$ cat src/rtl/pfl_pkg.sv
package pfl_pkg;
    typedef enum logic [1:0] {
        ENT_FREE   = 2'd0,
        ENT_QUEUED = 2'd1,
        ENT_FLIGHT = 2'd2
    } ent_state_e;

    typedef enum logic [1:0] {
        CTL_IDLE    = 2'd0,
        CTL_PRELOAD = 2'd1,
        CTL_DEMAND  = 2'd2
    } ctl_state_e;
endpackage

$ cat src/rtl/pfl_entry.sv
module pfl_entry
    import pfl_pkg::*;
#(
    parameter int ADDR_W = 32
) (
    input  logic              clk,
    input  logic              rst_n,
    input  logic              alloc_i,
    input  logic              issue_i,
    input  logic              release_i,
    input  logic              drop_i,
    input  logic              discard_i,
    input  logic [ADDR_W-1:0] alloc_addr_i,
    input  logic [ADDR_W-1:0] probe_pre_i,
    input  logic [ADDR_W-1:0] probe_dmd_i,
    output ent_state_e        state_o,
    output logic [ADDR_W-1:0] addr_o,
    output logic              discard_o,
    output logic              hit_pre_o,
    output logic              hit_dmd_o
);
    ent_state_e        st_q, st_d;
    logic [ADDR_W-1:0] addr_q;
    logic              disc_q;
    logic              occupied;

    always_ff @(posedge clk or negedge rst_n) begin
        if (!rst_n) st_q <= ENT_FREE;
        else        st_q <= st_d;
    end

    always_comb begin
        st_d = st_q;
        unique case (st_q)
            ENT_FREE:   if (alloc_i) st_d = ENT_QUEUED;
            ENT_QUEUED: begin
                if (issue_i)     st_d = ENT_FLIGHT;
                else if (drop_i) st_d = ENT_FREE;
            end
            ENT_FLIGHT: if (release_i) st_d = ENT_FREE;
            default:    st_d = ENT_FREE;
        endcase
    end

    always_ff @(posedge clk or negedge rst_n) begin
        if (!rst_n) begin
            addr_q <= '0;
            disc_q <= 1'b0;
        end else if (alloc_i) begin
            addr_q <= alloc_addr_i;
            disc_q <= 1'b0;
        end else if (discard_i && occupied) begin
            disc_q <= 1'b1;
        end
    end

    assign occupied  = (st_q != ENT_FREE);
    assign state_o   = st_q;
    assign addr_o    = addr_q;
    assign discard_o = disc_q;
    assign hit_pre_o = occupied && (addr_q == probe_pre_i);
    assign hit_dmd_o = occupied && (addr_q == probe_dmd_i);

    AST_ALLOC_ONLY_FREE: assert property (@(posedge clk) disable iff (!rst_n)
        alloc_i |-> st_q == ENT_FREE);
    AST_ISSUE_ONLY_QUEUED: assert property (@(posedge clk) disable iff (!rst_n)
        issue_i |-> st_q == ENT_QUEUED);
    AST_FLIGHT_SURVIVES_FLUSH: assert property (@(posedge clk) disable iff (!rst_n)
        (st_q == ENT_FLIGHT && drop_i && !release_i) |=> st_q == ENT_FLIGHT);
    AST_RELEASE_ONLY_FLIGHT: assert property (@(posedge clk) disable iff (!rst_n)
        release_i |-> st_q == ENT_FLIGHT);
endmodule

$ cat src/rtl/pfl_idx_fifo.sv
module pfl_idx_fifo #(
    parameter int DEPTH = 4,
    parameter int IDX_W = 2
) (
    input  logic             clk,
    input  logic             rst_n,
    input  logic             push_i,
    input  logic [IDX_W-1:0] push_idx_i,
    input  logic             pop_i,
    input  logic             clear_i,
    output logic [IDX_W-1:0] head_o,
    output logic             empty_o
);
    localparam int PTR_W = (DEPTH > 1) ? $clog2(DEPTH) : 1;
    localparam int CNT_W = $clog2(DEPTH + 1);

    logic [IDX_W-1:0] slot_q [DEPTH];
    logic [PTR_W-1:0] rd_q, wr_q;
    logic [CNT_W-1:0] cnt_q;

    function automatic logic [PTR_W-1:0] bump(input logic [PTR_W-1:0] p);
        return (p == PTR_W'(DEPTH - 1)) ? '0 : p + 1'b1;
    endfunction

    always_ff @(posedge clk or negedge rst_n) begin
        if (!rst_n) begin
            rd_q  <= '0;
            wr_q  <= '0;
            cnt_q <= '0;
        end else if (clear_i) begin
            rd_q  <= '0;
            wr_q  <= '0;
            cnt_q <= '0;
        end else begin
            if (push_i) wr_q <= bump(wr_q);
            if (pop_i)  rd_q <= bump(rd_q);
            if (push_i && !pop_i)      cnt_q <= cnt_q + 1'b1;
            else if (pop_i && !push_i) cnt_q <= cnt_q - 1'b1;
        end
    end

    always_ff @(posedge clk) begin
        if (push_i && !clear_i) slot_q[wr_q] <= push_idx_i;
    end

    assign head_o  = slot_q[rd_q];
    assign empty_o = (cnt_q == '0);

    AST_FIFO_NO_OVERFLOW: assert property (@(posedge clk) disable iff (!rst_n)
        (push_i && !pop_i && !clear_i) |-> cnt_q < CNT_W'(DEPTH));
    AST_FIFO_NO_UNDERFLOW: assert property (@(posedge clk) disable iff (!rst_n)
        pop_i |-> cnt_q != '0);
endmodule

$ cat src/rtl/pfl_issue_ctl.sv
module pfl_issue_ctl
    import pfl_pkg::*;
#(
    parameter int IDX_W = 2
) (
    input  logic             clk,
    input  logic             rst_n,
    input  logic             dmd_pend_i,
    input  logic             queue_empty_i,
    input  logic [IDX_W-1:0] head_idx_i,
    input  logic             mem_ready_i,
    input  logic             fill_valid_i,
    output ctl_state_e       state_o,
    output logic             offer_o,
    output logic             offer_dmd_o,
    output logic             launch_o,
    output logic [IDX_W-1:0] flight_idx_o
);
    ctl_state_e       state_q, state_d;
    logic [IDX_W-1:0] flight_q;

    always_ff @(posedge clk or negedge rst_n) begin
        if (!rst_n) begin
            state_q  <= CTL_IDLE;
            flight_q <= '0;
        end else begin
            state_q <= state_d;
            if (launch_o && !dmd_pend_i) flight_q <= head_idx_i;
        end
    end

    always_comb begin
        state_d = state_q;
        unique case (state_q)
            CTL_IDLE: begin
                if (launch_o) state_d = dmd_pend_i ? CTL_DEMAND : CTL_PRELOAD;
            end
            CTL_PRELOAD: if (fill_valid_i) state_d = CTL_IDLE;
            CTL_DEMAND:  if (fill_valid_i) state_d = CTL_IDLE;
            default:     state_d = CTL_IDLE;
        endcase
    end

    always_comb begin
        offer_o     = (state_q == CTL_IDLE) && (dmd_pend_i || !queue_empty_i);
        offer_dmd_o = offer_o && dmd_pend_i;
        launch_o    = offer_o && mem_ready_i;
    end

    assign state_o      = state_q;
    assign flight_idx_o = flight_q;

    AST_LAUNCH_GOES_BUSY: assert property (@(posedge clk) disable iff (!rst_n)
        launch_o |=> state_q != CTL_IDLE);
    AST_FILL_ONLY_BUSY: assert property (@(posedge clk) disable iff (!rst_n)
        fill_valid_i |-> state_q != CTL_IDLE);
endmodule

$ cat src/rtl/pend_fetch_list.sv
module pend_fetch_list
    import pfl_pkg::*;
#(
    parameter int ADDR_W  = 32,
    parameter int ENTRIES = 4
) (
    input  logic              clk,
    input  logic              rst_n,
    input  logic              pre_valid,
    input  logic [ADDR_W-1:0] pre_addr,
    output logic              pre_accept,
    input  logic              flush,
    input  logic              dmd_valid,
    input  logic              dmd_write,
    input  logic [ADDR_W-1:0] dmd_addr,
    output logic              hit_wait,
    output logic              list_full,
    output logic              mem_req_valid,
    input  logic              mem_req_ready,
    output logic [ADDR_W-1:0] mem_req_addr,
    output logic              mem_req_demand,
    input  logic              fill_valid,
    input  logic              fill_err,
    output logic              fill_keep
);
    localparam int IDX_W = (ENTRIES > 1) ? $clog2(ENTRIES) : 1;

    ent_state_e        ent_st   [ENTRIES];
    logic [ADDR_W-1:0] ent_addr [ENTRIES];
    logic [ENTRIES-1:0] ent_disc, hit_pre, hit_dmd, occ_v;
    logic [ENTRIES-1:0] alloc_v, issue_v, release_v, disc_v;

    logic              have_free, dmd_hit;
    logic [IDX_W-1:0]  free_idx, hit_idx, head_idx, flight_idx;
    logic              q_empty;
    ctl_state_e        ctl_st;
    logic              offer, offer_dmd, launch, launch_pre, fill_pre, hw_clr;
    logic              dmd_rd, dmd_wr, pre_dup, dmd_busy;

    logic              dmd_pend_q;
    logic [ADDR_W-1:0] dmd_addr_q;
    logic              hw_q, hw_dmd_q;
    logic [IDX_W-1:0]  hw_idx_q;

    assign dmd_rd = dmd_valid && !dmd_write;
    assign dmd_wr = dmd_valid &&  dmd_write;

    // first free slot and first demand match
    always_comb begin
        have_free = 1'b0;
        free_idx  = '0;
        dmd_hit   = 1'b0;
        hit_idx   = '0;
        for (int i = ENTRIES - 1; i >= 0; i--) begin
            if (!occ_v[i]) begin
                have_free = 1'b1;
                free_idx  = IDX_W'(i);
            end
            if (hit_dmd[i]) begin
                dmd_hit = 1'b1;
                hit_idx = IDX_W'(i);
            end
        end
    end

    assign dmd_busy   = (dmd_pend_q || ctl_st == CTL_DEMAND) && (dmd_addr_q == pre_addr);
    assign pre_dup    = (|hit_pre) || dmd_busy || (dmd_rd && dmd_addr == pre_addr);
    assign pre_accept = pre_valid && !flush && have_free && !pre_dup;
    assign list_full  = !have_free;

    assign launch_pre = launch && !offer_dmd;
    assign fill_pre   = fill_valid && (ctl_st == CTL_PRELOAD);

    generate
        for (genvar g = 0; g < ENTRIES; g++) begin : g_slot
            assign alloc_v[g]   = pre_accept && (free_idx == IDX_W'(g));
            assign issue_v[g]   = launch_pre && (head_idx == IDX_W'(g));
            assign release_v[g] = fill_pre && (flight_idx == IDX_W'(g));
            assign disc_v[g]    = dmd_wr && hit_dmd[g];
            assign occ_v[g]     = (ent_st[g] != ENT_FREE);

            pfl_entry #(.ADDR_W(ADDR_W)) u_entry (
                .clk          (clk),
                .rst_n        (rst_n),
                .alloc_i      (alloc_v[g]),
                .issue_i      (issue_v[g]),
                .release_i    (release_v[g]),
                .drop_i       (flush),
                .discard_i    (disc_v[g]),
                .alloc_addr_i (pre_addr),
                .probe_pre_i  (pre_addr),
                .probe_dmd_i  (dmd_addr),
                .state_o      (ent_st[g]),
                .addr_o       (ent_addr[g]),
                .discard_o    (ent_disc[g]),
                .hit_pre_o    (hit_pre[g]),
                .hit_dmd_o    (hit_dmd[g])
            );
        end
    endgenerate

    pfl_idx_fifo #(.DEPTH(ENTRIES), .IDX_W(IDX_W)) u_order (
        .clk        (clk),
        .rst_n      (rst_n),
        .push_i     (pre_accept),
        .push_idx_i (free_idx),
        .pop_i      (launch_pre),
        .clear_i    (flush),
        .head_o     (head_idx),
        .empty_o    (q_empty)
    );

    pfl_issue_ctl #(.IDX_W(IDX_W)) u_ctl (
        .clk           (clk),
        .rst_n         (rst_n),
        .dmd_pend_i    (dmd_pend_q),
        .queue_empty_i (q_empty),
        .head_idx_i    (head_idx),
        .mem_ready_i   (mem_req_ready),
        .fill_valid_i  (fill_valid),
        .state_o       (ctl_st),
        .offer_o       (offer),
        .offer_dmd_o   (offer_dmd),
        .launch_o      (launch),
        .flight_idx_o  (flight_idx)
    );

    assign hw_clr = fill_valid &&
                    ((ctl_st == CTL_PRELOAD && !hw_dmd_q && flight_idx == hw_idx_q) ||
                     (ctl_st == CTL_DEMAND && hw_dmd_q));

    always_ff @(posedge clk or negedge rst_n) begin
        if (!rst_n) begin
            dmd_pend_q <= 1'b0;
            dmd_addr_q <= '0;
            hw_q       <= 1'b0;
            hw_dmd_q   <= 1'b0;
            hw_idx_q   <= '0;
        end else begin
            if (launch && offer_dmd) dmd_pend_q <= 1'b0;

            if (hw_q && !hw_dmd_q && flush &&
                ent_st[hw_idx_q] == ENT_QUEUED && !issue_v[hw_idx_q]) begin
                // waited-on block is being flushed: fetch it as a demand
                dmd_pend_q <= 1'b1;
                dmd_addr_q <= ent_addr[hw_idx_q];
                hw_dmd_q   <= 1'b1;
            end else if (hw_clr) begin
                hw_q <= 1'b0;
            end

            if (dmd_rd && !hw_q && !dmd_pend_q && ctl_st != CTL_DEMAND) begin
                if (!dmd_hit) begin
                    dmd_pend_q <= 1'b1;
                    dmd_addr_q <= dmd_addr;
                end else if (flush && ent_st[hit_idx] == ENT_QUEUED && !issue_v[hit_idx]) begin
                    dmd_pend_q <= 1'b1;
                    dmd_addr_q <= dmd_addr;
                    hw_q       <= 1'b1;
                    hw_dmd_q   <= 1'b1;
                end else if (!release_v[hit_idx]) begin
                    hw_q     <= 1'b1;
                    hw_idx_q <= hit_idx;
                    hw_dmd_q <= 1'b0;
                end
            end
        end
    end

    assign hit_wait       = hw_q;
    assign mem_req_valid  = offer;
    assign mem_req_demand = offer_dmd;
    assign mem_req_addr   = dmd_pend_q ? dmd_addr_q : ent_addr[head_idx];
    assign fill_keep      = fill_valid &&
                            ((ctl_st == CTL_DEMAND) ||
                             (ctl_st == CTL_PRELOAD && !fill_err && !ent_disc[flight_idx]));

    AST_DEMAND_OFFER_HELD: assert property (@(posedge clk) disable iff (!rst_n)
        (mem_req_valid && mem_req_demand && !mem_req_ready)
        |=> (mem_req_valid && mem_req_demand && $stable(mem_req_addr)));
    AST_NO_SECOND_FETCH: assert property (@(posedge clk) disable iff (!rst_n)
        (mem_req_valid && mem_req_ready) |=> !mem_req_valid);
    AST_LAST_SLOT_FILLS: assert property (@(posedge clk) disable iff (!rst_n)
        (pre_accept && $countones(occ_v) == ENTRIES - 1 && !fill_pre) |=> list_full);
    AST_CONVERTED_WAIT_ENDS: assert property (@(posedge clk) disable iff (!rst_n)
        (hit_wait && hw_dmd_q && fill_valid && ctl_st == CTL_DEMAND) |=> !hit_wait);
endmodule

$ cat config.mk
export PLATFORM = sky130hd
export DESIGN_NAME = pend_fetch_list
export DESIGN_NICKNAME = d
export VERILOG_FILES = /design/src/rtl/pfl_pkg.sv /design/src/rtl/pfl_entry.sv /design/src/rtl/pfl_idx_fifo.sv /design/src/rtl/pfl_issue_ctl.sv /design/src/rtl/pend_fetch_list.sv
export SDC_FILE = /design/constraint.sdc
export NUM_CORES = 1
export LEC_CHECK = 0
export BUFFER_PORTS_ARGS = -buffer_cell sky130_fd_sc_hd__buf_2
export CAP_MARGIN = 20
export CORE_ASPECT_RATIO = 1.25
export CORE_UTILIZATION = 35
export CTS_BUF_LIST = sky130_fd_sc_hd__clkbuf_16
export DETAILED_ROUTE_END_ITERATION = 12
export GPL_ROUTABILITY_DRIVEN = 0
export REMOVE_ABC_BUFFERS = 1
export SLEW_MARGIN = 20
export SYNTH_ARGS = -nofsm -noshare
export SYNTH_HDL_FRONTEND = slang
export SYNTH_SLANG_ARGS = --single-unit
$ cat constraint.sdc
create_clock -name clk -period 4.9 [get_ports clk]
set_clock_uncertainty 0.05 [all_clocks]
set_input_delay 0.735 -clock clk [delete_from_list [all_inputs] [get_ports clk]]
set_output_delay 0.735 -clock clk [all_outputs]
set_load 0.05 [all_outputs]
Yosys cells after proc, flatten, opt, wreduce, memory -nomap -nowiden
Memories as Yosys holds them, arrays and structs flattened.
Index checks and enable logic that the tools add are counted.

word-level totals
  register bits = 188
  bits in writable memories = 8
  input port bits = 73
  output and inout bits = 38
  word-level logic and storage cells = 294
  memories kept = 1

memories
  name            words  width  read ports  clocked after Yosys merged registers in  wr ports  line                source
  u_order.slot_q  4      2      1           0                                        1         pfl_idx_fifo.sv:17  logic [IDX_W-1:0] slot_q [DEPTH];

operators by class
  $add $sub $neg = 4
  magnitude comparators = 6
  eq/ne operators = 49
  muxes and demuxes = 97
  bitwise logic cells = 5
  reductions and logical operators = 110

operator list
  operator                                                    number
  == test 32 bit                                              10
  two-way mux 32 bit                                          9
  binary-select mux 32 bit (select 2 bit)                     2
  two-way mux 2 bit                                           34
  logical AND 1 bit                                           61
  two-way mux 1 bit                                           38
  == test 2 bit, second input constant                        13
  case mux 2 bit (3 select lines)                             4
  == test 2 x 1 -> 1 bit, second input constant               10
  nonzero test 2 bit                                          10
  != test 2 x 1 -> 1 bit, second input constant               9
  logical NOT 2 bit                                           8
  logical NOT 1 bit                                           15
  != test 3 x 2 -> 1 bit, second input constant               4
  AND reduction 3 bit                                         4
  >= comparator 3 bit, second input constant                  3
  less-than comparator 2 x 3 -> 1 bit, second input constant  3
  two-way mux 3 bit                                           3
  NOT 2 -> 3 bit                                              3
  binary-select mux 1 bit (select 2 bit)                      4
  binary-select mux 2 bit (select 2 bit)                      2
  logical OR 1 bit                                            6
  adder 2 x 1 -> 2 bit, second input constant                 2
  != test 2 bit, second input constant                        2
  other kinds (11)                                            12

Logic depth before layout (Yosys ltp)
  depth in word-level cells = 17
  depth in mapped cells = 14
  mapped depth without buffers = 12

By module
From an unflattened synthesis, not the netlist that was laid out.

second synthesis, totals
  cell total of the unflattened synthesis = 1,198
  area, all modules = 13,882.1 µm²

modules (own cells, without submodules)
  module           instances  cells an instance  area each (µm²)
  pfl_entry        4          169                2,011.9
  pend_fetch_list  1          444                4,850.9
  pfl_idx_fifo     1          55                 745.7
  pfl_issue_ctl    1          23                 237.7

Worst setup path before layout
OpenSTA, ideal clock, no wires.

  path type = input-to-reg
  from = input pre_addr[4]
  to = register g_slot[1].u_entry.addr_q[10]
  data arrival time = 3,489 ps
  required time = 4,725 ps
  path slack = 1,236 ps
  stages on the path = 12
  buffers on the path = 3
  cell sequence = buf_2 > xor2_1 > nor4_1 > nand4_1 > or4_1 > nor4_1 > or4_1 > buf_2 > inv_2 > nand3_1 > buf_2 > mux2_2

on the way
  cells in the longest elaborated chain, start to end = 8
  elaborated cells on any way between the ends = 18

ends and longest elaborated chain
  item                    line                   source
  start: declaration      pend_fetch_list.sv:10  input logic [ADDR_W-1:0] pre_addr,
  == test 32 bit          pfl_entry.sv:61        assign hit_pre_o = occupied && (addr_q == probe_pre_i);
  logical AND 1 bit       pfl_entry.sv:61
  OR reduction 4 bit      pend_fetch_list.sv:67  assign pre_dup = (|hit_pre) || dmd_busy || (dmd_rd && dmd_addr == pre_addr);
  logical OR 1 bit        pend_fetch_list.sv:67
  logical OR 1 bit (*)    pend_fetch_list.sv:67
  logical NOT 1 bit (*)   pend_fetch_list.sv:68  assign pre_accept = pre_valid && !flush && have_free && !pre_dup;
  logical AND 1 bit (*)   pend_fetch_list.sv:68
  via pre_accept          pend_fetch_list.sv:11  output logic pre_accept,
  logical AND 1 bit (*)   pend_fetch_list.sv:76  assign alloc_v[g] = pre_accept && (free_idx == IDX_W'(g));
  end signal: assignment  pfl_entry.sv:50        addr_q <= alloc_addr_i;
  end: declaration        pfl_entry.sv:23        logic [ADDR_W-1:0] addr_q;

Mark *: on every way through the listed nets, which the timed path passes. The rest lies on a longest branch.
A chain may end at the register's enable or synchronous reset.

Final worst setup path
  from = input pre_addr[26]
  to = output pre_accept

on the way
  cells in the longest elaborated chain, start to end = 7
  elaborated cells on any way between the ends = 17

ends and longest elaborated chain
  item                   line
  == test 32 bit         pfl_entry.sv:61
  logical AND 1 bit      pfl_entry.sv:61
  OR reduction 4 bit     pend_fetch_list.sv:67
  logical OR 1 bit       pend_fetch_list.sv:67
  logical OR 1 bit (*)   pend_fetch_list.sv:67
  logical NOT 1 bit (*)  pend_fetch_list.sv:68
  logical AND 1 bit (*)  pend_fetch_list.sv:68
  end: declaration       pend_fetch_list.sv:11

Every way passes the cells marked *; elsewhere a longest branch is shown, timed or not.

==> run summary <==
Final nets = 1,335
Syn-to-layout area delta = 9.13%
Logic pwr share = 50.7%
Vias = 10,300
Kind of critical path = in2out
HPWL Detailed = 36,300 um
Final worst path period share = 89.9%
Ys Warns = 0
Crit path DAT = 3620 ps
Initial Util = 35.8%
EDFF count, synth = 8
Row cnt = 82
Final core occ = 39.0%
Max Cap Viol = 0
Psw = 4260 uW
Die Ht = 229 um
Yosys top cell area share = 32.5%
Number of primary I/O pins = 111
Clk sinks = 196
Max Root-Sink Buffers = 2
Antenna diodes = 0
Crit-path cells = buf_2 -> xor2_1 -> nor4_1 -> nand4_1 -> or4_1 -> nor4_1 -> or4_1 -> inv_2 -> buf_2
Largest net degree at the start of global routing = 105
Clk network pwr share = 14.9%
Worst setup SP type = input pin
Status = finished clean
CP Capture Type = primary output
Largest cells by area after synthesis = dfrtp_1, mux2_2, xnor2_1, xor2_1, mux4_2
Cell with the most instances after synthesis = mux2_2
Root Driver = clkbuf_16
CTS H-tree depth = 4
Max stage delay cell, worst path = or4_1
Leakage = 0.00649 uW
Proportion of layout cells with a drive suffix above 1 = 35.8%
Post-Route WL = 48,100 um
Seq pwr share = 34.4%
Post-synth top cells = mux2_2, dfrtp_1, xnor2_1
Antenna violations before repair = 0
PortBufs = 110
Core ar. = 40,400 um2
Slew @ Worst Pin = 756 ps
Syn Area/Cell = 11.9 um2
Area leader, netlist = dfrtp_1
Vias in the first global route = 10,800
Chip width = 184 um
Switch share = 45.5%
Hold Crit Class = in2async
Pint = 5110 uW
Post-DRT Antenna Nets = 0
Pwr Density = 594 nW/um2
Fmax = 0.227 GHz
CP required = 4120 ps
First-pass GRT wire length = 72,400 um
DRT iter0 DRCs = 914
Crit-path max cell delay = 550 ps
CTS tree = yes
Cell area after synthesis = 14,500 um2
Worst relative slew slack = 49.6%
Drt wl/cell = 26.5 um
Die ar. = 42,100 um2
Max VDD drop = 0.000422 V
Synth unique cells = 68
Clk slew on worst S/H paths = 70 ps
Setup Buffers After CTS = 0
Synthesized instance count = 1,212
First-pass DRT Iterations = 5
Vias/cell = 5.68
Final Hold Vio Count = 0
Overall Global Routing Usage = 23.6%
Worst-Skew Late Latency = 470 ps
Fillers = 3,949
Setup violators final = 0
CP delay by family, top = simple AND/OR/NAND/NOR gates
CP Buf/Inv Count = 3
Final Max Slew Viols = 0
Unrepaired setup endpoints after global routing = false
Place WS = 536 ps
Synth Register Bits = 196
Async SR Flop Fraction = 95.9%
Setup_tns = 0 ps
Post-CTS resize count = 0
Top_reg_cell synth = dfrtp_1
PnR worst setup slack = 496 ps
Max Fanout on Critical Path = 10
Clock buffer count from CTS = 17
DRC viols = 0
Minimum clock period = 4400 ps
CTS Hold Buffers Added = 0
Sequential area share after synthesis = 34.2%
Grt total ovfl = 0
## stage by stage
step                      total power, uW  instances  hold slack, ps  area [um2]
after floorplan                      6410       1103             389       13700
after global placement               7880       1781             425       15200
after detailed placement             7940       1781             429       15200
after CTS                            9360       1813             291       15800
after global routing                 9780       1813             321       15800
final                                9370       1813             267       15800
## routing by layer
layer  GRT usage [%]  vias up  wire length [um]
met1            29.3     5334             19000
met2            39.0      413             23800
met3            4.50      115              3030
met5               0        -                 0
met4            12.0        0              2310
li1                -     4428                 -
## registers in the layout (all words and copies together) (netlist names)
signal                    cells
dmd_addr_q                   32
dmd_pend_q                    1
g_slot.u_entry.addr_o       128
g_slot.u_entry.discard_o      4
g_slot.u_entry.state_o        8
hit_wait                      1
hw_dmd_q                      1
hw_idx_q                      2
u_ctl.flight_idx_o            2
u_ctl.state_o                 2
u_order.cnt_q                 3
u_order.rd_q                  2
u_order.slot_q                8
u_order.wr_q                  2
## final timing paths
kind / cells past startpoint / start / slack [ps] / to
min in group clk: 1 / g_slot[0].u_entry.discard_o$_DFFE_PN0P_ / 450 / g_slot[0].u_entry.discard_o$_DFFE_PN0P_
worst max-delay path: 9 / pre_addr[26] / 500 / pre_accept
worst min-delay path: 1 / rst_n / 270 / dmd_addr_q[19]$_DFF_PN0_
worst max register to register: 12 / g_slot[1].u_entry.addr_o[19]$_DFFE_PN0P_ / 1000 / u_order.cnt_q[2]$_DFFE_PN0P_
worst min register to register: 1 / g_slot[0].u_entry.discard_o$_DFFE_PN0P_ / 450 / g_slot[0].u_entry.discard_o$_DFFE_PN0P_
max in group asynchronous: 2 / rst_n / 3470 / hw_idx_q[1]$_DFFE_PN0P_
## cells in the final DEF, fill, tap and decap left out, types with 4 or more instances in the layout
master     synthesis  layout
nor2b_1            4       4
buf_4              3      18
ha_1               7       7
nand2b_1           4       4
dfrtp_1          188     186
edfxtp_1           8       8
and2_1             6       6
xor2_1           154     154
and2b_2            4       4
a31oi_1            5       5
mux2_4            28      28
clkbuf_16          0      17
mux4_1            17      17
inv_1             16      18
xnor2_1          166     166
o21a_1             5       5
or4_1              4       4
nand4_1           44      44
nand3_1           16      15
buf_2             51     109
mux4_2            48      48
nor4_1            44      44
inv_6              0       4
or2_2              4       4
nor2_1            19      19
a21oi_1           10      10
nand2_1           32      32
mux2_2           190     190
nor3_1            12      12
buf_12             0       4
o21ai_0           17      17
## area by class of cell
class / count / area (um2) / share of cell area, %
clock inverters: 15 / 135 / 0.857
clock buffers: 17 / 425 / 2.70
inverters: 17 / 63.8 / 0.404
well taps: 546 / 683 / 4.33
flip-flops and latches: 196 / 4950 / 31.4
repair buffers: 132 / 774 / 4.91
multi-input cells: 890 / 8750 / 55.4
## worst register-to-register path: cells and delay by family, from the launching register on
family                     cells  cell delay (ps)
and+or+nand+nor                8             2390
DFF                            1              450
adders and majority gates      1              390
xor gates and xnor gates       2              340
muxes                          1              160
## logic make-up after synthesis
family                     count (synthesis)  share of synthesized area [%]
adders and majority gates                  8                          0.744
xor gates and xnor gates                 320                           19.4
DFF                                      196                           34.2
muxes                                    289                           29.0
AOI/OAI and AO/OA                         60                           2.80
and+or+nand+nor                          213                           8.48
buffers and inverters                    126                           5.38
## power by group through the flow
stage               clock [uW]  sequential [uW]  combinational, uW
detailed placement           0             3230               4700
floorplan                    0             2890               3520
CTS                       1420             3210               4740
global placement             0             3190               4690
finish                    1390             3230               4750
global route              1470             3320               4990
No activity file was read; power rests on OpenSTA's default activity.
